[config.mk]
export PLATFORM = sky130hd
export DESIGN_NAME = phase_act_ctrl
export DESIGN_NICKNAME = d
export VERILOG_FILES = /design/src/rtl/phase_act_pkg.sv /design/src/rtl/hold_timer.sv /design/src/rtl/tok_ctrl.sv /design/src/rtl/hl_handler.sv /design/src/rtl/act_merge.sv /design/src/rtl/phase_act_ctrl.sv
export SDC_FILE = /design/constraint.sdc
export NUM_CORES = 1
export LEC_CHECK = 0
export BUFFER_PORTS_ARGS = -buffer_cell sky130_fd_sc_hd__buf_2
export CAP_MARGIN = 20
export CORE_MARGIN = 10
export CORE_UTILIZATION = 58
export CTS_BUF_LIST = sky130_fd_sc_hd__clkbuf_16
export DETAILED_ROUTE_END_ITERATION = 12
export PLACE_DENSITY = 0.92
export SYNTH_ARGS = -nofsm -noshare
export SYNTH_HDL_FRONTEND = slang
export SYNTH_SLANG_ARGS = --single-unit
[constraint.sdc]
create_clock -name clk -period 1.3 [get_ports clk]
set_input_delay 0.065 -clock clk [delete_from_list [all_inputs] [get_ports clk]]
set_output_delay 0.065 -clock clk [all_outputs]
set_load 0.02 [all_outputs]
[src/rtl/phase_act_pkg.sv]
package phase_act_pkg;

  typedef enum logic [2:0] {
    TK_IDLE,
    TK_BOOT,
    TK_REQ,
    TK_DROP,
    TK_HOLD
  } tk_state_e;

  typedef enum logic [1:0] {
    HS_IDLE,
    HS_REQ,
    HS_DROP
  } hs_state_e;

  typedef enum logic [1:0] {
    MG_IDLE,
    MG_BUSY,
    MG_RET
  } mg_state_e;

  typedef enum logic {
    OWN_HL,
    OWN_TK
  } owner_e;

endpackage

[src/rtl/hold_timer.sv]
module hold_timer #(
  parameter int W = 8
) (
  input  logic         clk,
  input  logic         rst_n,
  input  logic         load,
  input  logic [W-1:0] load_val,
  output logic         done
);

  localparam logic [W-1:0] ONE = {{(W-1){1'b0}}, 1'b1};

  logic [W-1:0] cnt_q, cnt_d;
  logic         cnt_en;

  always_comb begin
    cnt_en = load | (cnt_q != '0);
    cnt_d  = load ? load_val : (cnt_q - ONE);
  end

  always_ff @(posedge clk or negedge rst_n) begin
    if (!rst_n)      cnt_q <= '0;
    else if (cnt_en) cnt_q <= cnt_d;
  end

  assign done = (cnt_q == '0);

  p_load_value_r3: assert property (@(posedge clk) disable iff (!rst_n)
    load |=> (cnt_q == $past(load_val)));

  p_count_down_r3: assert property (@(posedge clk) disable iff (!rst_n)
    (!load && !done) |=> (cnt_q == $past(cnt_q) - ONE));

endmodule

[src/rtl/tok_ctrl.sv]
module tok_ctrl
  import phase_act_pkg::*;
#(
  parameter bit INIT_TOKEN = 1'b0
) (
  input  logic clk,
  input  logic rst_n,
  input  logic tok_in,
  input  logic ack,
  input  logic done,
  output logic req,
  output logic tmr_load,
  output logic tok_out
);

  localparam tk_state_e RST_ST = INIT_TOKEN ? TK_BOOT : TK_IDLE;

  tk_state_e st_q, st_d;
  logic      pass_q, pass_d;

  always_comb begin
    st_d = st_q;
    unique case (st_q)
      TK_IDLE: if (tok_in) st_d = TK_REQ;
      TK_BOOT: st_d = TK_REQ;
      TK_REQ:  if (ack)    st_d = TK_DROP;
      TK_DROP: if (!ack)   st_d = TK_HOLD;
      TK_HOLD: if (done)   st_d = TK_IDLE;
      default: st_d = TK_IDLE;
    endcase
    pass_d = (st_q == TK_HOLD) && done;
  end

  always_ff @(posedge clk or negedge rst_n) begin
    if (!rst_n) begin
      st_q   <= RST_ST;
      pass_q <= 1'b0;
    end else begin
      st_q   <= st_d;
      pass_q <= pass_d;
    end
  end

  assign req      = (st_q == TK_REQ);
  assign tmr_load = ((st_q == TK_IDLE) && tok_in) || (st_q == TK_BOOT);
  assign tok_out  = pass_q;

  p_pass_after_timer_r3: assert property (@(posedge clk) disable iff (!rst_n)
    tok_out |-> $past(done));

  p_single_pulse_r4: assert property (@(posedge clk) disable iff (!rst_n)
    tok_out |=> !tok_out);

  p_dup_token_ignored_r9: assert property (@(posedge clk) disable iff (!rst_n)
    ((st_q == TK_HOLD || st_q == TK_DROP) && tok_in) |=> (st_q != TK_REQ));

endmodule

[src/rtl/hl_handler.sv]
module hl_handler
  import phase_act_pkg::*;
(
  input  logic clk,
  input  logic rst_n,
  input  logic hl_flag,
  input  logic ack,
  output logic req,
  output logic hl_clr
);

  hs_state_e st_q, st_d;
  logic      clr_q, clr_d;

  always_comb begin
    st_d = st_q;
    unique case (st_q)
      HS_IDLE: if (hl_flag) st_d = HS_REQ;
      HS_REQ:  if (ack)     st_d = HS_DROP;
      HS_DROP: if (!ack)    st_d = HS_IDLE;
      default: st_d = HS_IDLE;
    endcase
    clr_d = (st_q == HS_REQ) && ack;
  end

  always_ff @(posedge clk or negedge rst_n) begin
    if (!rst_n) begin
      st_q  <= HS_IDLE;
      clr_q <= 1'b0;
    end else begin
      st_q  <= st_d;
      clr_q <= clr_d;
    end
  end

  assign req    = (st_q == HS_REQ);
  assign hl_clr = clr_q;

  p_clr_after_ack_r5: assert property (@(posedge clk) disable iff (!rst_n)
    hl_clr |-> $past(ack));

  p_req_waits_ack_r8: assert property (@(posedge clk) disable iff (!rst_n)
    (req && !ack) |=> req);

endmodule

[src/rtl/act_merge.sv]
module act_merge
  import phase_act_pkg::*;
(
  input  logic clk,
  input  logic rst_n,
  input  logic req_hl,
  input  logic req_tk,
  input  logic chg_ack,
  output logic chg_req,
  output logic ack_hl,
  output logic ack_tk
);

  mg_state_e st_q, st_d;
  owner_e    own_q, own_d;
  logic      own_en;
  logic      own_req;

  always_comb begin
    own_req = (own_q == OWN_HL) ? req_hl : req_tk;
    st_d    = st_q;
    own_d   = req_hl ? OWN_HL : OWN_TK;
    own_en  = (st_q == MG_IDLE) && (req_hl || req_tk);
    unique case (st_q)
      MG_IDLE: if (req_hl || req_tk) st_d = MG_BUSY;
      MG_BUSY: if (!own_req)         st_d = MG_RET;
      MG_RET:  if (!chg_ack)         st_d = MG_IDLE;
      default: st_d = MG_IDLE;
    endcase
  end

  always_ff @(posedge clk or negedge rst_n) begin
    if (!rst_n) st_q <= MG_IDLE;
    else        st_q <= st_d;
  end

  always_ff @(posedge clk or negedge rst_n) begin
    if (!rst_n)      own_q <= OWN_HL;
    else if (own_en) own_q <= own_d;
  end

  assign chg_req = (st_q == MG_BUSY);
  assign ack_hl  = chg_ack && (st_q != MG_IDLE) && (own_q == OWN_HL);
  assign ack_tk  = chg_ack && (st_q != MG_IDLE) && (own_q == OWN_TK);

  p_ack_one_source_r6: assert property (@(posedge clk) disable iff (!rst_n)
    $onehot0({ack_hl, ack_tk}));

  p_hold_until_ack_r8: assert property (@(posedge clk) disable iff (!rst_n)
    (chg_req && !chg_ack) |=> chg_req);

  p_no_rise_under_ack_r8: assert property (@(posedge clk) disable iff (!rst_n)
    (!chg_req && chg_ack) |=> !chg_req);

  p_hl_first_r7: assert property (@(posedge clk) disable iff (!rst_n)
    ((st_q == MG_IDLE) && req_hl && req_tk) |=> (chg_req && !ack_tk));

endmodule

[src/rtl/phase_act_ctrl.sv]
module phase_act_ctrl #(
  parameter int HOLD_W     = 8,
  parameter bit INIT_TOKEN = 1'b0,
  parameter int RST_STAGES = 2
) (
  input  logic              clk,
  input  logic              rst_n,
  input  logic [HOLD_W-1:0] hold_cycles,
  input  logic              tok_in,
  input  logic              hl_flag,
  input  logic              chg_ack,
  output logic              tok_out,
  output logic              chg_req,
  output logic              hl_clr
);

  logic [RST_STAGES-1:0] rst_pipe;
  logic                  rst_n_int;

  generate
    if (RST_STAGES > 1) begin : g_sync_multi
      always_ff @(posedge clk or negedge rst_n) begin
        if (!rst_n) rst_pipe <= '0;
        else        rst_pipe <= {rst_pipe[RST_STAGES-2:0], 1'b1};
      end
    end else begin : g_sync_single
      always_ff @(posedge clk or negedge rst_n) begin
        if (!rst_n) rst_pipe <= '0;
        else        rst_pipe <= '1;
      end
    end
  endgenerate

  assign rst_n_int = rst_pipe[RST_STAGES-1];

  logic req_tk, req_hl, ack_tk, ack_hl;
  logic tmr_load, tmr_done;

  hold_timer #(.W(HOLD_W)) u_timer (
    .clk      (clk),
    .rst_n    (rst_n_int),
    .load     (tmr_load),
    .load_val (hold_cycles),
    .done     (tmr_done)
  );

  tok_ctrl #(.INIT_TOKEN(INIT_TOKEN)) u_tok (
    .clk      (clk),
    .rst_n    (rst_n_int),
    .tok_in   (tok_in),
    .ack      (ack_tk),
    .done     (tmr_done),
    .req      (req_tk),
    .tmr_load (tmr_load),
    .tok_out  (tok_out)
  );

  hl_handler u_hl (
    .clk     (clk),
    .rst_n   (rst_n_int),
    .hl_flag (hl_flag),
    .ack     (ack_hl),
    .req     (req_hl),
    .hl_clr  (hl_clr)
  );

  act_merge u_merge (
    .clk     (clk),
    .rst_n   (rst_n_int),
    .req_hl  (req_hl),
    .req_tk  (req_tk),
    .chg_ack (chg_ack),
    .chg_req (chg_req),
    .ack_hl  (ack_hl),
    .ack_tk  (ack_tk)
  );

  p_token_needs_request_r6: assert property (@(posedge clk) disable iff (!rst_n_int)
    $rose(ack_tk) |-> !hl_clr);

endmodule

==> results of run 1 <==
## synthesized netlist by cell type (all sizes together) (2+ instances only)
library cell / instances
a2111oi: 3
a211o: 2
a21oi: 5
a2bb2oi: 3
a31o: 2
a31oi: 3
and3: 2
clkbuf: 3
dfrtp: 20
ha: 2
inv: 5
nand2: 4
nand3: 2
nor2: 7
nor2b: 5
nor3: 5
nor3b: 3
o21ai: 6
or4: 3
## report_power, final
part / total [W] / internal [W] / leakage [nW] / switching, W
registers: 0.00117 / 0.000875 / 0.240 / 0.000293
clock network: 0.000640 / 0.000410 / 0.0385 / 0.000229
logic: 0.00205 / 0.00106 / 0.390 / 0.000992
total: 0.00386 / 0.00234 / 0.669 / 0.00151
## critical path, cell delays in order (launching register included)
cell and delay (ns):
dfrtp_1 0.38, or4_4 0.57, or4_4 0.50, a31oi_2 0.19
## flip-flops by register name, indices dropped and copies added (netlist names)
signal / flops
rst_pipe: 2
u_hl.hl_clr: 1
u_hl.st_q: 2
u_merge.own_q: 1
u_merge.st_q: 2
u_timer.cnt_q: 8
u_tok.st_q: 3
u_tok.tok_out: 1
## path summary, 6_finish.rpt
| check | startpoint | cells after the start | slack [ns] | end |
|---|---|---|---|---|
| setup / recovery | u_timer.cnt_q[2]$_DFFE_PN0P_ | 3 | -0.42 | u_timer.cnt_q[5]$_DFFE_PN0P_ |
| hold / removal | hold_cycles[2] | 2 | 0.06 | u_timer.cnt_q[2]$_DFFE_PN0P_ |
| setup reg to reg | u_timer.cnt_q[2]$_DFFE_PN0P_ | 3 | -0.42 | u_timer.cnt_q[5]$_DFFE_PN0P_ |
| hold reg to reg | rst_pipe[1]$_DFF_PN0_ | 1 | 0.19 | u_tok.st_q[2]$_DFFE_PN0P_ |
| max in group asynchronous | rst_pipe[1]$_DFF_PN0_ | 1 | 0.91 | u_timer.cnt_q[3]$_DFFE_PN0P_ |
| min in group asynchronous | rst_n | 2 | 0.13 | rst_pipe[0]$_DFF_PN0_ |
## stage by stage
step	instances	util	TNS (ns)	power (W)
2_1_floorplan	105	-	-2.25	0.00199
3_3_place_gp	161	0.749	-2.62	0.00254
3_5_place_dp	161	0.749	-3.55	0.00266
4_1_cts	167	0.825	-2.94	0.00343
5_1_grt	172	0.890	-3.47	0.00408
6_report	172	0.890	-3.16	0.00386
## layer usage
layer,vias up,GRT usage,share of wire
met5,-,0,0
met4,0,0.0866,0.050
met3,20,0.0484,0.093
met2,72,0.276,0.50
met1,538,0.149,0.35
li1,478,-,-
## cell families (layout without fill, tap and decap cells)
group / count (synthesis) / after routing
multiplexers: 1 / 1
other: 1 / 1
XOR/XNOR: 1 / 1
AO/OA/AOI/OAI: 33 / 33
AND/OR/NAND/NOR: 38 / 38
flip-flops: 20 / 20
adder cells (fa/ha/maj): 2 / 2
buffers and inverters: 9 / 51
## repair_timing
action | CTS | global route
endpoints found under the hold margin | 2 | 0
hold buffers | 1 | 0
resized for setup | 9 | 18
setup buffers | 1 | 7
gates cloned | 0 | 0
pin swaps | 0 | 12
endpoints found under the setup margin | 10 | 12
## cell type report
type	count	area, um2	area share
flip-flops and latches	20	500	0.329
repair buffers	42	284	0.187
clock inverters	1	3.75	0.00247
clock buffers	3	75.1	0.0494
well taps	25	31.3	0.0206
inverters	5	18.8	0.0123
multi-input cells	76	607	0.399
==> impl_metrics.csv, run 1 <==
group,metric,value,unit
status,status,"complete, but fails checks",
status,violations,"setup timing",
final_layout,fin_nets,163,
clock_tree,cts.clk_slew.worst_paths,0.06,ns
place,place.port_buffers,15,
clock_tree,htreeDepth,1,
worst_setup_path,worstPathMaxFanout,4,
route,vias,1108,
sta,finClkSkew,0.00417,ns
sta,fin_hold_ws,0.0620,ns
clock_tree,cts_tree,"built",
global_route,grt_first_pass_wirelength,4980,um
synthesis,muxShareOfSynthArea,0.00962,
worst_setup_path,worst_ep_arrival_time,1.90,ns
route,detail_route.vias_per_cell,6.44,
synthesis,ys_ff_latch,20,
synthesis,syn_inst,105,
sta,hold_violations,0,
route,drt_iter0_markers,78,
synthesis,syn_area,0.00104,mm2
worst_hold_path,hold_class,"input port to register",
synthesis,synth_cell_types,41,
worst_setup_path,path_class,"register to register",
global_route,track_usage,0.152,
final_layout,diodes,0,
die,die_h,62.4,um
sta,fin_crit,1.72,ns
synthesis,postSynthAreaPerCell,9.91,um2
synthesis,synth_compound_area_frac,0.225,
die,core-area,0.00171,mm2
synthesis,synth_fp_nets,120,
sta,finalWorstSetupSlack,-0.423,ns
worst_setup_path,required,1.47,ns
place,postPlaceCellArea,0.00128,mm2
die,die_w,62.4,um
sta,timing.final.crit_share,1.33,
clock_tree,cts_num_sinks,20,
clock_tree,root_buffer,"clkbuf_16",
global_route,grt_max_degree,19,
final_layout,layout_commonest_cell,"buf_4",
sta,fmax,580,MHz
synthesis,synth_top_area_frac,0.481,
sta,rsz0062_at_grt,"yes",
sta,slew_headroom,0.601,
synthesis,synth_top_cell_by_area,"dfrtp_1",
final_layout,area_growth,46.0,%
die,ioPinCount,16,
final_layout,drive_above_1_share,0.456,
synthesis,synth_flop_cell,"dfrtp_1",
place,place.gp.congestion,0.839,
worst_setup_path,end_kind,"register",
die,die_area,0.00389,mm2
global_route,antenna_found_initial,0,
synthesis,ys_async_sr_fraction,1.00,
route,ant_nets,0,
sta,drv_slew,0,
clock_tree,clk_latency,0.26,ns
route,first_pass_iters,4,
sta,setup_violations,10,
global_route,grt_pass1_vias,1112,
synthesis,synth-xor-area-share,0.00841,
synthesis,synthSimpleGateAreaFrac,0.213,
route,drc,0,
route,routedWlPerCell,20.9,um
final_layout,mostFrequentLayoutCells,"buf_4, dfrtp_1, buf_2, nor2_1",
synthesis,ys_seq_area_frac,0.481,
final_layout,fill_cells,77,
route,wl,3590,um
synthesis,synth_fa_ha_area_frac,0.0240,
die,row_count,15,
die,floorplan.initialDensity,0.610,
power_and_ir_drop,ir_worst_vdd,1.64,mV
final_layout,post-route-cell-area,0.00152,mm2
clock_tree,cts_buffers,3,
power_and_ir_drop,powerDensity,2540,mW/mm2
place,hpwl,2060,um
synthesis,yosysWarningCount,0,
worst_setup_path,startpoint_type,"register",
power_and_ir_drop,power.leakage,0.669,nW
global_route,overflow,0,
synthesis,synth_edf_count,0,
synthesis,synth_top_cells_by_area,"dfrtp_1, nor2b_1, o21ai_0",
place,preCtsSetupSlack,-0.450,ns
clock_tree,clk_path_buf_depth,2,
synthesis,synth_top_family_by_area,"compound AO/OA/AOI/OAI gates",
sta,worst_pin_slew,0.584,ns
run,maxCapViolCount,0,
Note: power is estimated with default switching activity, not from simulation.
==> run 2, diff against run 1 <==
--- a/config.mk
+++ b/config.mk
@@ -5,13 +5,14 @@
 export SDC_FILE = /design/constraint.sdc
 export NUM_CORES = 1
 export LEC_CHECK = 0
+export ABC_AREA = 1
 export BUFFER_PORTS_ARGS = -buffer_cell sky130_fd_sc_hd__buf_2
 export CAP_MARGIN = 20
 export CORE_MARGIN = 10
-export CORE_UTILIZATION = 58
+export CORE_UTILIZATION = 59
 export CTS_BUF_LIST = sky130_fd_sc_hd__clkbuf_16
 export DETAILED_ROUTE_END_ITERATION = 12
-export PLACE_DENSITY = 0.92
+export PLACE_DENSITY = 0.93
 export SYNTH_ARGS = -nofsm -noshare
 export SYNTH_HDL_FRONTEND = slang
 export SYNTH_SLANG_ARGS = --single-unit
==> run 2 against run 1 <==
The flow still finishes with violations (setup timing). Power down 54%. Via count down 1.8%. Routed wire length down 11%. Die area up 0.37%. Clock-buffer cell count unchanged. Sequential share of layout area up 2.0 points. Cell count up 13%. First-iteration DRC count up 12%. Synthesized cell count up 31%. Sequential power down 34%. Register-to-register slack better by 0.35 ns. Non-clock buffer count down 14. Critical endpoint is now u_tok.st_q[2]$_DFFE_PN0P_.
==> impl_metrics.csv, run 2 <==
group,metric,value,unit
die,core-area,0.00173,mm2
worst_setup_path,required,1.49,ns
route,wl,3190,um
final_layout,layout_commonest_cell,"nand2_1",
worst_setup_path,end_kind,"register",
synthesis,syn_area,0.00106,mm2
power_and_ir_drop,powerDensity,1230,mW/mm2
worst_setup_path,startpoint_type,"register",
synthesis,yosysMostFrequentCell,"nand2_1",
synthesis,postSynthAreaPerCell,7.72,um2
power_and_ir_drop,ir_worst_vdd,1.78,mV
power_and_ir_drop,power.leakage,0.719,nW
worst_setup_path,regToRegSetupSlack,-0.07,ns
synthesis,ys_seq_area_frac,0.470,
sta,fmax,729,MHz
final_layout,mostFrequentLayoutCells,"nand2_1, inv_1, dfrtp_1, buf_2, nor2_1",
synthesis,synth_fp_nets,153,
clock_tree,cts_num_sinks,20,
sta,finClkSkew,0.00471,ns
worst_hold_path,hold_class,"input port to register",
synthesis,synth_top_cells_by_area,"dfrtp_1, nand2_1, inv_1",
sta,fin_hold_ws,0.0681,ns
synthesis,synth_top_area_frac,0.470,
place,place.port_buffers,15,
final_layout,regMostFlops,"u_timer.cnt_q",
synthesis,synth_top_cell_by_area,"dfrtp_1",
global_route,grt_max_degree,19,
route,detail_route.vias_per_cell,5.61,
synthesis,synth_flop_cell,"dfrtp_1",
die,row_count,15,
status,violations,"setup timing",
route,first_pass_iters,5,
power_and_ir_drop,p_sw_frac,0.309,
worst_hold_path,hold_depth,3,
synthesis,ys_async_sr_fraction,1.00,
final_layout,area_growth,35.7,%
global_route,antenna_found_initial,0,
die,die_h,62.5,um
synthesis,synth_edf_count,0,
die,floorplan.initialDensity,0.617,
clock_tree,root_buffer,"clkbuf_16",
sta,drv_slew,0,
worst_setup_path,worstPathMaxFanout,3,
synthesis,yosysWarningCount,0,
final_layout,drive_above_1_share,0.337,
clock_tree,cts_buffers,3,
worst_setup_path,crit_end,"u_tok.st_q[2]$_DFFE_PN0P_",
sta,timing.final.crit_share,1.06,
place,hpwl,1760,um
clock_tree,htreeDepth,1,
power_and_ir_drop,power.switching,0.000552,W
worst_setup_path,startpoint,"u_timer.cnt_q[1]$_DFFE_PN0P_",
global_route,grt_pass1_vias,1058,
power_and_ir_drop,seqPwrFrac,0.430,
final_layout,top_regs,"u_timer.cnt_q: 8 flops, u_tok.st_q: 3 flops",
final_layout,fill_cells,100,
die,die_area,0.00390,mm2
route,drt_iter0_markers,87,
worst_setup_path,path_class,"register to register",
place,place.gp.congestion,0.885,
worst_setup_path,worst_ep_arrival_time,1.57,ns
sta,rsz0062_at_grt,"yes",
synthesis,yosys-top-cells-count,"nand2_1, inv_1, dfrtp_1, nor2_1, nand3_1",
power_and_ir_drop,cellInternalPower,0.00123,W
worst_setup_path,worstReg2RegEnd,"u_tok.st_q[2]$_DFFE_PN0P_",
place,preCtsSetupSlack,-0.0658,ns
sta,setup_violations,11,
final_layout,diodes,0,
run,maxCapViolCount,0,
route,vias,1088,
worst_setup_path,regToRegStartpoint,"u_timer.cnt_q[1]$_DFFE_PN0P_",
power_and_ir_drop,p_clk_frac,0.364,
synthesis,synth_cell_types,24,
sta,setup_tns,-0.526,ns
synthesis,ys_ff_latch,20,
route,routedWlPerCell,16.4,um
power_and_ir_drop,combPwrFrac,0.206,
clock_tree,cts.clk_slew.worst_paths,0.06,ns
global_route,track_usage,0.149,
sta,hold_violations,0,
route,drc,0,
final_layout,fin_nets,186,
final_layout,largest_register_ffs,8,
die,die_w,62.5,um
worst_setup_path,rr_worst_depth,8,
die,ioPinCount,16,
status,status,"complete, but fails checks",
route,ant_nets,0,
clock_tree,clk_path_buf_depth,2,
clock_tree,clk_latency,0.26,ns
synthesis,syn_inst,138,
clock_tree,cts_tree,"built",
global_route,overflow,0,
sta,finalWorstSetupSlack,-0.0717,ns
global_route,grt_first_pass_wirelength,4750,um
sta,fin_crit,1.37,ns
## run 2: cell types whose count changed in the layout (fill, tap and decap cells not counted), sizes merged, moves of 5 or more
cell and change:
nand2 +26, nand3 +7, inv +20, nor2 +13, o21ai +7, buf -14
nor2b -5
## run 2: worst max-delay path, cell delays in order (launching register included)
cell and delay (ns):
dfrtp_1 0.41, inv_2 0.12, ha_4 0.15, nand2_4 0.06, nor2_4 0.23, nor2_4 0.05
nor2_2 0.10, nand3_1 0.09, nand2_1 0.09
## run 2: worst min-delay path by stage
| stage | startpoint | to | slack [ns] |
|---|---|---|---|
| finish | chg_ack | u_merge.st_q[1]$_DFFE_PN0P_ | 0.07 |
| global route | hl_flag | u_hl.st_q[0]$_DFFE_PN0P_ | 0.08 |
| CTS | chg_ack | u_merge.st_q[1]$_DFFE_PN0P_ | 0.07 |
| detailed placement | rst_n | rst_pipe[1]$_DFF_PN0_ | -0.15 |
| global placement | rst_n | rst_pipe[0]$_DFF_PN0_ | -0.15 |
| floorplan | rst_n | rst_pipe[0]$_DFF_PN0_ | -0.23 |
## run 2: stage by stage
| stage | power (W) | std cells | area, um2 | util |
|---|---|---|---|---|
| 5_1_grt | 0.00185 | 194 | 1450 | 0.837 |
| 6_report | 0.00178 | 194 | 1450 | 0.837 |
| 3_3_place_gp | 0.00108 | 182 | 1200 | 0.693 |
| 4_1_cts | 0.00174 | 190 | 1340 | 0.775 |
| 2_1_floorplan | 0.00100 | 138 | 1060 | - |
| 3_5_place_dp | 0.00111 | 182 | 1200 | 0.693 |
## run 2: layout make-up
class,instances,area (um2),area share
clock buffer,3,75.1,0.0519
inverter,25,93.8,0.0649
multi-input combinational,93,568,0.393
sequential,20,504,0.349
tap,25,31.3,0.0216
timing repair buffer,28,173,0.119
## run 2: power by group through the flow
stage / clock [W] / combinational [W] / sequential [W]
finish: 0.000650 / 0.000367 / 0.000767
global route: 0.000675 / 0.000405 / 0.000774
CTS: 0.000639 / 0.000341 / 0.000762
detailed placement: 0 / 0.000336 / 0.000771
global placement: 0 / 0.000317 / 0.000766
floorplan: 0 / 0.000221 / 0.000781
## run 2: per-layer routing
layer  vias up  wire length, um  track usage
met5         -                0            0
li1        498                -            -
met2        62             1510        0.249
met3        17              319       0.0412
met4         0              174       0.0866
met1       511             1190        0.165
## run 2: cells by family after synthesis
logic type / Yosys count / share of synthesized area
simple gates: 64 / 0.263
xor+xnor: 3 / 0.0247
flops: 20 / 0.470
other cells: 1 / 0.00352
fa+ha+maj: 2 / 0.0235
buf+inv: 26 / 0.0987
compound gates: 22 / 0.116
## run 2: timing repair
item | in CTS | in global routing
cloned | 1 | 0
resized for setup | 11 | 26
hold endpoints to repair | 2 | 0
buffers inserted | 3 | 4
pin swaps | 4 | 10
hold buffers | 1 | 0
setup endpoints to repair | 8 | 12
